### src/rtl/wdt_pkg.sv
package wdt_pkg;
  localparam int KEY_W = 16;

  typedef enum logic [1:0] {
    REG_KEY    = 2'd0,
    REG_DIV    = 2'd1,
    REG_RELOAD = 2'd2,
    REG_STATUS = 2'd3
  } wdt_reg_e;

  localparam logic [KEY_W-1:0] CMD_START = 16'hCCCC;
  localparam logic [KEY_W-1:0] CMD_FEED  = 16'hAAAA;
  localparam logic [KEY_W-1:0] CMD_OPEN  = 16'h5555;
  localparam logic [KEY_W-1:0] CMD_CLOSE = 16'h0000;

  typedef enum logic [2:0] {
    KC_NONE,
    KC_START,
    KC_FEED,
    KC_OPEN,
    KC_CLOSE
  } key_cmd_e;
endpackage

### src/rtl/wdt_keyctl.sv
module wdt_keyctl
  import wdt_pkg::*;
(
  input  logic             clk,
  input  logic             rst_n,
  input  logic             key_wr,
  input  logic [KEY_W-1:0] key_val,
  output logic             access_open,
  output logic             started,
  output logic             start_p,
  output logic             feed_p
);
  key_cmd_e cmd;
  logic     open_n, run_n;

  always_comb begin
    cmd = KC_NONE;
    if (key_wr) begin
      unique case (key_val)
        CMD_START: cmd = KC_START;
        CMD_FEED:  cmd = KC_FEED;
        CMD_OPEN:  cmd = KC_OPEN;
        CMD_CLOSE: cmd = KC_CLOSE;
        default:   cmd = KC_NONE;
      endcase
    end
  end

  always_comb begin
    start_p = (cmd == KC_START) && !started;
    feed_p  = (cmd == KC_FEED);
    run_n   = started | start_p;
    open_n  = access_open;
    if (cmd == KC_OPEN) open_n = 1'b1;
    if (cmd == KC_CLOSE || cmd == KC_FEED) open_n = 1'b0;
  end

  always_ff @(posedge clk or negedge rst_n) begin
    if (!rst_n) begin
      access_open <= 1'b0;
      started     <= 1'b0;
    end else begin
      access_open <= open_n;
      started     <= run_n;
    end
  end
endmodule

### src/rtl/wdt_divider.sv
module wdt_divider #(
  parameter int PS_W = 3
) (
  input  logic            clk,
  input  logic            rst_n,
  input  logic [PS_W-1:0] code,
  output logic            tick
);
  localparam int DIV_W = 1 << PS_W;
  localparam int MAXC  = DIV_W - 2;

  logic [DIV_W-1:0] div_q, div_n, lim;
  int               code_eff;

  always_comb begin
    code_eff = (int'(code) > MAXC) ? MAXC : int'(code);
    lim      = {DIV_W{1'b1}} >> (MAXC - code_eff);
    tick     = (div_q >= lim);
    div_n    = tick ? '0 : div_q + 1'b1;
  end

  always_ff @(posedge clk or negedge rst_n) begin
    if (!rst_n) div_q <= '0;
    else        div_q <= div_n;
  end
endmodule

### src/rtl/wdt_cfg_sync.sv
module wdt_cfg_sync #(
  parameter int          W          = 12,
  parameter logic [W-1:0] RST_VAL   = '0,
  parameter int          SYNC_TICKS = 2
) (
  input  logic         clk,
  input  logic         rst_n,
  input  logic         wr,
  input  logic [W-1:0] wdata,
  input  logic         tick,
  output logic [W-1:0] shadow,
  output logic [W-1:0] active,
  output logic         busy
);
  localparam int LW = $clog2(SYNC_TICKS + 1);

  logic [W-1:0]  shadow_n, active_n;
  logic          busy_n;
  logic [LW-1:0] left_q, left_n;

  always_comb begin
    shadow_n = shadow;
    active_n = active;
    busy_n   = busy;
    left_n   = left_q;
    if (wr) begin
      shadow_n = wdata;
      busy_n   = 1'b1;
      left_n   = LW'(SYNC_TICKS);
    end else if (busy && tick) begin
      if (left_q == LW'(1)) begin
        active_n = shadow;
        busy_n   = 1'b0;
        left_n   = '0;
      end else begin
        left_n = left_q - 1'b1;
      end
    end
  end

  always_ff @(posedge clk or negedge rst_n) begin
    if (!rst_n) begin
      shadow <= RST_VAL;
      active <= RST_VAL;
      busy   <= 1'b0;
      left_q <= '0;
    end else begin
      shadow <= shadow_n;
      active <= active_n;
      busy   <= busy_n;
      left_q <= left_n;
    end
  end
endmodule

### src/rtl/wdt_downcnt.sv
module wdt_downcnt #(
  parameter int CNT_W = 12
) (
  input  logic             clk,
  input  logic             rst_n,
  input  logic             started,
  input  logic             start_p,
  input  logic             feed_p,
  input  logic             tick,
  input  logic [CNT_W-1:0] reload,
  output logic             rst_req
);
  logic [CNT_W-1:0] cnt_q, cnt_n;
  logic             req_n;

  always_comb begin
    cnt_n = cnt_q;
    req_n = 1'b0;
    if (start_p || feed_p) begin
      cnt_n = reload;
    end else if (started && tick) begin
      if (cnt_q == '0) begin
        cnt_n = reload;
        req_n = 1'b1;
      end else begin
        cnt_n = cnt_q - 1'b1;
      end
    end
  end

  always_ff @(posedge clk or negedge rst_n) begin
    if (!rst_n) begin
      cnt_q   <= '1;
      rst_req <= 1'b0;
    end else begin
      cnt_q   <= cnt_n;
      rst_req <= req_n;
    end
  end
endmodule

### src/rtl/keyed_wdt.sv
module keyed_wdt
  import wdt_pkg::*;
#(
  parameter int CNT_W      = 12,
  parameter int PS_W       = 3,
  parameter int DATA_W     = 16,
  parameter int SYNC_TICKS = 2
) (
  input  logic              clk,
  input  logic              rst_n,
  input  logic              wr_en,
  input  logic [1:0]        wr_addr,
  input  logic [DATA_W-1:0] wr_data,
  input  logic [1:0]        rd_addr,
  output logic [DATA_W-1:0] rd_data,
  output logic              rst_req
);
  localparam logic [CNT_W-1:0] RLD_RST = {CNT_W{1'b1}};
  localparam logic [PS_W-1:0]  DIV_RST = '0;

  logic             access_open, started, start_p, feed_p, tick;
  logic             key_wr, ps_wr, rl_wr;
  logic [PS_W-1:0]  ps_shadow, ps_active;
  logic [CNT_W-1:0] rl_shadow, rl_active;
  logic             ps_busy, rl_busy;

  always_comb begin
    key_wr = wr_en && (wr_addr == REG_KEY);
    ps_wr  = wr_en && (wr_addr == REG_DIV)    && access_open;
    rl_wr  = wr_en && (wr_addr == REG_RELOAD) && access_open;
  end

  wdt_keyctl u_key (
    .clk(clk), .rst_n(rst_n), .key_wr(key_wr), .key_val(wr_data[KEY_W-1:0]),
    .access_open(access_open), .started(started), .start_p(start_p), .feed_p(feed_p)
  );

  wdt_divider #(.PS_W(PS_W)) u_div (
    .clk(clk), .rst_n(rst_n), .code(ps_active), .tick(tick)
  );

  wdt_cfg_sync #(.W(PS_W), .RST_VAL(DIV_RST), .SYNC_TICKS(SYNC_TICKS)) u_ps_sync (
    .clk(clk), .rst_n(rst_n), .wr(ps_wr), .wdata(wr_data[PS_W-1:0]), .tick(tick),
    .shadow(ps_shadow), .active(ps_active), .busy(ps_busy)
  );

  wdt_cfg_sync #(.W(CNT_W), .RST_VAL(RLD_RST), .SYNC_TICKS(SYNC_TICKS)) u_rl_sync (
    .clk(clk), .rst_n(rst_n), .wr(rl_wr), .wdata(wr_data[CNT_W-1:0]), .tick(tick),
    .shadow(rl_shadow), .active(rl_active), .busy(rl_busy)
  );

  wdt_downcnt #(.CNT_W(CNT_W)) u_cnt (
    .clk(clk), .rst_n(rst_n), .started(started), .start_p(start_p), .feed_p(feed_p),
    .tick(tick), .reload(rl_active), .rst_req(rst_req)
  );

  always_comb begin
    unique case (rd_addr)
      REG_DIV:    rd_data = DATA_W'(ps_shadow);
      REG_RELOAD: rd_data = DATA_W'(rl_shadow);
      REG_STATUS: rd_data = DATA_W'({rl_busy, ps_busy});
      default:    rd_data = '0;
    endcase
  end
endmodule

### config.mk
export PLATFORM = sky130hd
export DESIGN_NAME = keyed_wdt
export DESIGN_NICKNAME = d
export VERILOG_FILES = /design/src/rtl/wdt_pkg.sv /design/src/rtl/wdt_keyctl.sv /design/src/rtl/wdt_divider.sv /design/src/rtl/wdt_cfg_sync.sv /design/src/rtl/wdt_downcnt.sv /design/src/rtl/keyed_wdt.sv
export SDC_FILE = /design/constraint.sdc
export NUM_CORES = 1
export LEC_CHECK = 0
export BUFFER_PORTS_ARGS = -buffer_cell sky130_fd_sc_hd__buf_4
export CORE_ASPECT_RATIO = 1.75
export CORE_MARGIN = 10
export CORE_UTILIZATION = 35
export DETAILED_ROUTE_END_ITERATION = 10
export RECOVER_POWER = 25
export SLEW_MARGIN = 20
export SYNTH_ARGS = -nofsm -noshare
export SYNTH_HDL_FRONTEND = slang
export SYNTH_SLANG_ARGS = --single-unit
### constraint.sdc
create_clock -name clk -period 3.7 [get_ports clk]
set_input_delay 0.74 -clock clk [delete_from_list [all_inputs] [get_ports clk]]
set_output_delay 0.74 -clock clk [all_outputs]
set_load 0.05 [all_outputs]
==> metrics.txt, run 1 <==
final net count=393; max-slew violations=0; HP Start=u_rl_sync.active[8]; RSZ-0062 raised after global routing=false; r2r endpoint=u_cnt.cnt_q[11]; Comb pwr share=3.3%; Total Wirelength=7776 um; hold path cells=2; internal power=1.318 mW; status=finished, final reports clean; Setup Viol. Count Final=0; most used flip-flop cell after synthesis=dfstp_2; largest net degree at the start of global routing=60; gr usage total=a little under an eighth; commonest non-fill, non-tap cell in the layout=buf_4; register area share after synthesis=a little under half; Area Overhead vs Synth=21.84%; initial antenna violation count=0; library cells used by synthesis=54; Clock Power Share=between 50% and 60%; Reg power frac=39.7%; H-tree depth=3; Finished Cell Area=3979 sq um; first-pass GRT wire length=13090 um; fillers=894; Post-Route Skew=0.004813 ns; ANT nets after route=0; PD cells=411.0 nW/um^2; Vias=around 2.6k; setup TNS=0 ns; Max Cap Viol=0; fin crit share=just under 90%; Die Y=147.8 um; 1st-iter DRT viols=158; Top delay family on crit path=compound AO/OA/AOI/OAI gates; clock slew at reported path FFs=0.05 ns; standard-cell rows=between 40 and 50; Worst EP arrival=approximately 3.5 ns; post_cts resized=0; Max Clk Rate=0.3099 GHz; HP Class=flip-flop to flip-flop; slowest stage delay, CP=roughly 0.6 ns; Hold Violations, Final=0; critical path class=flip-flop to flip-flop; Synthesis Warnings=0; CTS Buffer Depth=2; Die Span X=93.02 um; insertion delay to the later sink of the worst-skew pair=0.33 ns; Net Sw Power=approximately 0.32 mW; 1st-pass router iterations=6; final core occ=43.75%; Hold Buf Count CTS=0; CP Launch Type=flip-flop; worst relative slew slack=approximately 2.1%; slowest cell on the critical path=a21oi_1; Port Buffers=35; netlist area before placement=between 3000 and 4000 sq um; Max rail drop VDD=0.0003583 V; layout cells sized above 1=34.72%; Worst Hold End=u_cnt.cnt_q[8]; number of synthesized flops with an enable pin=0; TritonCTS sink count=59; Critical Path RT=3.95 ns; vias in the first global route=2641; Total Power=1.635 mW; syn_area_per_cell=10.37 sq um; DP HPWL=5924 um; worst reg2reg setup slack=0.47 ns; Avg WL per Cell=16.20 um; P_leak=1.768 nW; Num CTS Buffers=9; crit path cell chain=nand2_1, nand2_1, inv_1, ha_1, ha_1, mux2i_1, ha_1, a21oi_1, a21o_1, a21boi_1, buf_4, a21oi_1, o21ai_0, a31oi_1; CTS tree=built; most frequent cells in the layout=38 x buf_4, 36 x dfstp_2, 34 x nand2_1; area of placed instances=3649 sq um; CP dominant cell by count=ha_1; Core Area=9094 sq um; ant diodes=0; sw frac=19.38%; asr flop ratio synth=100.0%; remaining global-route overflow=0; Residual DRC=0; Crit. End Element=flip-flop; Fin Hold WS=0.4901 ns; DR vias/cell=5.335; post-synthesis cell count=315; initial core utilization=between 30% and 40%; I/O Pins=40; crit path buf inv count=2; Crit Reg-Reg Startpoint=u_ps_sync.active[1]; CP Max Fanout=23; R2R depth=14; die area=13750 sq um; Min Clock Period, post-route=3.227 ns; Clock Tree Root=clkbuf_16; Seq cells post-synth=between 50 and 60; worst slew pin tran=1.468 ns; gpl congestion=0.8957; # Post-CTS Setup Buffers=0
synthesized netlist by cell type (2+ instances only):
cell / number / area share [%]
xnor2_1: 2 / 0.54
o31ai_1: 2 / 0.46
mux2_2: 29 / 10
nand2b_1: 2 / 0.38
a31oi_1: 6 / 1.1
and4_1: 2 / 0.54
xor2_1: 4 / 1.1
nand3_1: 12 / 1.8
dfrtp_1: 23 / 18
a21o_1: 2 / 0.46
a21boi_0: 3 / 0.69
a22o_1: 2 / 0.54
a21oi_1: 12 / 1.8
ha_1: 15 / 5.7
nand2_1: 34 / 3.9
or3_1: 4 / 0.77
and3_1: 4 / 0.77
nor3b_1: 2 / 0.46
dfstp_2: 36 / 29
and2_1: 9 / 1.7
buf_4: 4 / 0.92
nor3_1: 9 / 1.4
nor2b_1: 3 / 0.57
o21ai_0: 13 / 2.0
o22a_1: 2 / 0.54
a32oi_1: 2 / 0.54
clkbuf_1: 8 / 0.92
nand3b_1: 2 / 0.46
nand4_1: 7 / 1.3
o22ai_1: 2 / 0.38
nand4b_1: 3 / 0.80
nor2_1: 22 / 2.5
o211ai_1: 2 / 0.46
inv_1: 7 / 0.80
nor4_1: 4 / 0.77
o21a_1: 2 / 0.46
kinds of logic after synthesis:
family          after synthesis  synth area share (%)
compound gates               59                 12.72
other cells                   1                0.1148
simple gates                125                 19.92
xor+xnor                      6                 1.609
fa+ha+maj                    15                 5.747
mux                          30                 10.31
buf+inv                      20                 2.989
flops                        59                 46.59
layer usage:
metal	vias to the layer above	track usage (%)	share of wire, %
li1	1225	-	-
met1	1263	12.53	39
met2	56	20.77	54
met3	17	2.688	3.3
met4	0	7.287	2.9
met5	-	0	0
power by group through the flow:
stage               logic (mW)  clock network [mW]  registers [mW]
floorplan               0.0185                   0           0.658
detailed placement      0.0553                   0           0.658
CTS                     0.0554               0.950           0.648
finish                  0.0539               0.933           0.648
global route            0.0591               0.978           0.648
global placement        0.0542                   0           0.658
metrics by stage:
step,cells,setup slack [ns]
2_1_floorplan,318,0.8641
3_3_place_gp,464,0.5806
3_5_place_dp,464,0.5022
4_1_cts,480,0.4753
5_1_grt,480,0.1517
6_report,480,0.4728
how the worst max path moves through the flow:
stage	cells after the start	to	startpoint	slack, ns
after global placement	14	u_cnt.cnt_q[11]	u_ps_sync.active[1]	0.58
after global routing	14	u_cnt.cnt_q[11]	u_ps_sync.active[1]	0.15
after CTS	14	u_cnt.cnt_q[11]	u_ps_sync.active[1]	0.48
after floorplan	14	u_cnt.cnt_q[7]	u_ps_sync.active[2]	0.86
final	14	u_cnt.cnt_q[11]	u_ps_sync.active[1]	0.47
after detailed placement	14	u_cnt.cnt_q[11]	u_ps_sync.active[1]	0.50
state kept, by name (all words and copies together) (netlist names), 2 cells and up:
name / count
u_rl_sync.active: 12
u_rl_sync.shadow: 12
u_ps_sync.left_q: 2
u_rl_sync.left_q: 2
u_ps_sync.shadow: 3
u_ps_sync.active: 3
u_cnt.cnt_q: 12
u_div.div_q: 8
final cells by class:
| cell class | count | area, sq um | area share [%] |
|---|---|---|---|
| clock inverter | 6 | 103.9 | 2.610 |
| multi-input combinational | 239 | 1658 | 41.67 |
| timing repair buffer | 39 | 290.3 | 7.296 |
| sequential | 59 | 1521 | 38.24 |
| clock buffer | 10 | 229.0 | 5.755 |
| tap | 120 | 150.1 | 3.774 |
| inverter | 7 | 26.28 | 0.6604 |
tightest hold or removal path, cell delays in order (launching register included):
cell,delay (ns)
dfstp_2,0.36
nand2_1,0.05
nand3_1,0.07
No activity file was read; power rests on OpenSTA's default activity.
==> run 2, diff against run 1 <==
==> constraint.sdc (replaced) <==
create_clock -name clk -period 3.7 [get_ports clk]
set_input_delay 0.37 -clock clk [delete_from_list [all_inputs] [get_ports clk]]
set_output_delay 0.37 -clock clk [all_outputs]
set_load 0.05 [all_outputs]
==> metrics.txt, run 2 (synthesis gave the netlist of run 1 again) <==
status=finished, violations left; violated checks=max-capacitance violations, max-slew violations; die area=13750 sq um (unchanged); remaining global-route overflow=0 (unchanged); largest net degree at the start of global routing=60 (unchanged); ant diodes=0 (unchanged); biggest regs=u_cnt.cnt_q x12, u_rl_sync.active x12, u_rl_sync.shadow x12; post_cts resized=0 (unchanged); Die Span X=93.02 um (unchanged); CP Max Fanout=23 (unchanged); Setup Viol. Count Final=0 (unchanged); fin crit share=88.09% (+0.87 points); Critical Path RT=3.94 ns (about the same); vias in the first global route=2672 (+1.2%); ANT nets after route=0 (unchanged); HP Class=input pin to flip-flop; first-pass GRT wire length=12950 um (-1.1%); Port Buffers=35 (unchanged); Worst Hold End=u_rl_sync.shadow[5]; 1st-pass router iterations=4 (-2); commonest non-fill, non-tap cell in the layout=buf_4; # Post-CTS Setup Buffers=0 (unchanged); RSZ-0062 raised after global routing=false; final core occ=43.97% (+0.22 points); H-tree depth=3 (unchanged); Seq. cell area=1521 sq um (unchanged); Min Clock Period, post-route=3.259 ns (+0.03209 ns); gpl congestion=0.8745 (-2.4%); final net count=392 (-0.25%); critical path startpoint=u_ps_sync.active[1]; TritonCTS sink count=59 (unchanged); Hold Buf Count CTS=0 (unchanged); area of placed instances=3641 sq um (-0.21%); Avg WL per Cell=16.27 um (+0.45%); CTS Buffer Depth=2 (unchanged); slowest cell on the critical path=a21oi_1; setup TNS=0 ns (unchanged); Crit Reg-Reg Startpoint=u_ps_sync.active[1]; max-slew violations=60 (+60); DR vias/cell=5.221 (-2.1%); layout cells sized above 1=34.82% (+0.097 points); Max Clk Rate=0.3068 GHz (-0.98%); Finished Cell Area=3999 sq um (+0.50%); CP Launch Type=flip-flop; crit path cell chain=nand2_1, nand2_1, inv_1, ha_1, ha_1, mux2i_1, ha_1, a21oi_1, a21o_1, a21boi_1, buf_4, a21oi_1, o21ai_0, a31oi_1; insertion delay to the later sink of the worst-skew pair=0.32 ns (about the same); Post-Route Skew=0.003878 ns (-0.0009351 ns); HP Start=wr_data[5]; worst relative slew slack=-111.5% (-110 points); DP HPWL=5913 um (-0.17%); fillers=921 (+3.0%); Crit. End Element=flip-flop; gr usage total=11.92% (about the same); Max rail drop VDD=0.0002903 V (-19%); r2r endpoint=u_cnt.cnt_q[11]; standard-cell rows=46 (unchanged); Total Power=1.697 mW (+3.8%); hold path cells=2 (unchanged); Area Overhead vs Synth=22.45%; CTS tree=built; clock slew at reported path FFs=0.05 ns (about the same); CP dominant cell by count=ha_1; Vias=2501 (-2.3%); worst reg2reg setup slack=0.44 ns (-0.03 ns); initial core utilization=35.91% (unchanged); most frequent cells in the layout=37 x buf_4, 36 x dfstp_2, 34 x nand2_1; Die Y=147.8 um (unchanged); R2R depth=14 (unchanged); slowest stage delay, CP=0.61 ns (+0.02 ns); worst slew pin tran=3.173 ns (+1.704 ns); Hold Violations, Final=0 (unchanged); Residual DRC=0 (unchanged); initial antenna violation count=0 (unchanged); critical path class=flip-flop to flip-flop; Max Cap Viol=1 (+1); Clock Tree Root=clkbuf_16; Total Wirelength=7795 um (+0.24%); P_leak=1.775 nW (+0.44%); Num CTS Buffers=9 (unchanged); area of the multi-input gates=1658 sq um (unchanged); 1st-iter DRT viols=157 (-0.63%); Worst EP arrival=3.50 ns (+0.02 ns); PD cells=424.4 nW/um^2 (+3.3%); I/O Pins=40 (unchanged); Core Area=9094 sq um (unchanged)
==> run 2: changes by cell type in the layout (fill, tap and decap cells not counted), sizes merged <==
| cell | change |
|---|---|
| buf | -1 |
| clkinv | -2 |
| clkbuf | +2 |
==> run 2: worst max-delay path by stage <==
stage,cells after the start,to,slack [ns]
floorplan,14,u_cnt.cnt_q[7],0.86
global placement,14,u_cnt.cnt_q[11],0.58
detailed placement,14,u_cnt.cnt_q[11],0.44
CTS,14,u_cnt.cnt_q[11],0.42
global route,14,u_cnt.cnt_q[11],0.02
finish,14,u_cnt.cnt_q[11],0.44
==> run 2: critical path, delay by kind of cell, from the launching register on <==
family | cells | cell delay, ns
compound gates | 6 | 1.33
fa+ha+maj | 3 | 0.83
flops | 1 | 0.38
buf+inv | 2 | 0.26
mux | 1 | 0.22
simple gates | 2 | 0.16
==> run 2: layout make-up <==
class                           instances  area share, %
Multi-Input combinational cell        239          41.46
Timing Repair Buffer                   38          7.040
Clock buffer                           12          6.665
Tap cell                              120          3.755
Clock inverter                          4          2.378
Inverter                                7         0.6571
Sequential cell                        59          38.05
==> run 2: through the flow <==
step,setup slack (ns),instances,hold slack [ns]
after floorplan,0.8641,318,0.07441
after global placement,0.5765,463,0.4771
after detailed placement,0.4418,463,0.4757
after CTS,0.4200,479,0.1350
after global routing,0.01638,479,0.2952
final,0.4407,479,0.3002
==> run 2: where the power goes <==
part / total, mW / switching [mW] / internal, mW
sequential: 0.648 / 0.0000880 / 0.648
combinational: 0.0537 / 0.0360 / 0.0178
clock: 0.995 / 0.284 / 0.711
total: 1.70 / 0.320 / 1.38
==> run 2: layer usage <==
metal | track usage [%] | routed length, um
met1 | 11.82 | 3091
met2 | 21.51 | 4230
met3 | 3.600 | 298
met4 | 6.124 | 174
met5 | 0 | 0
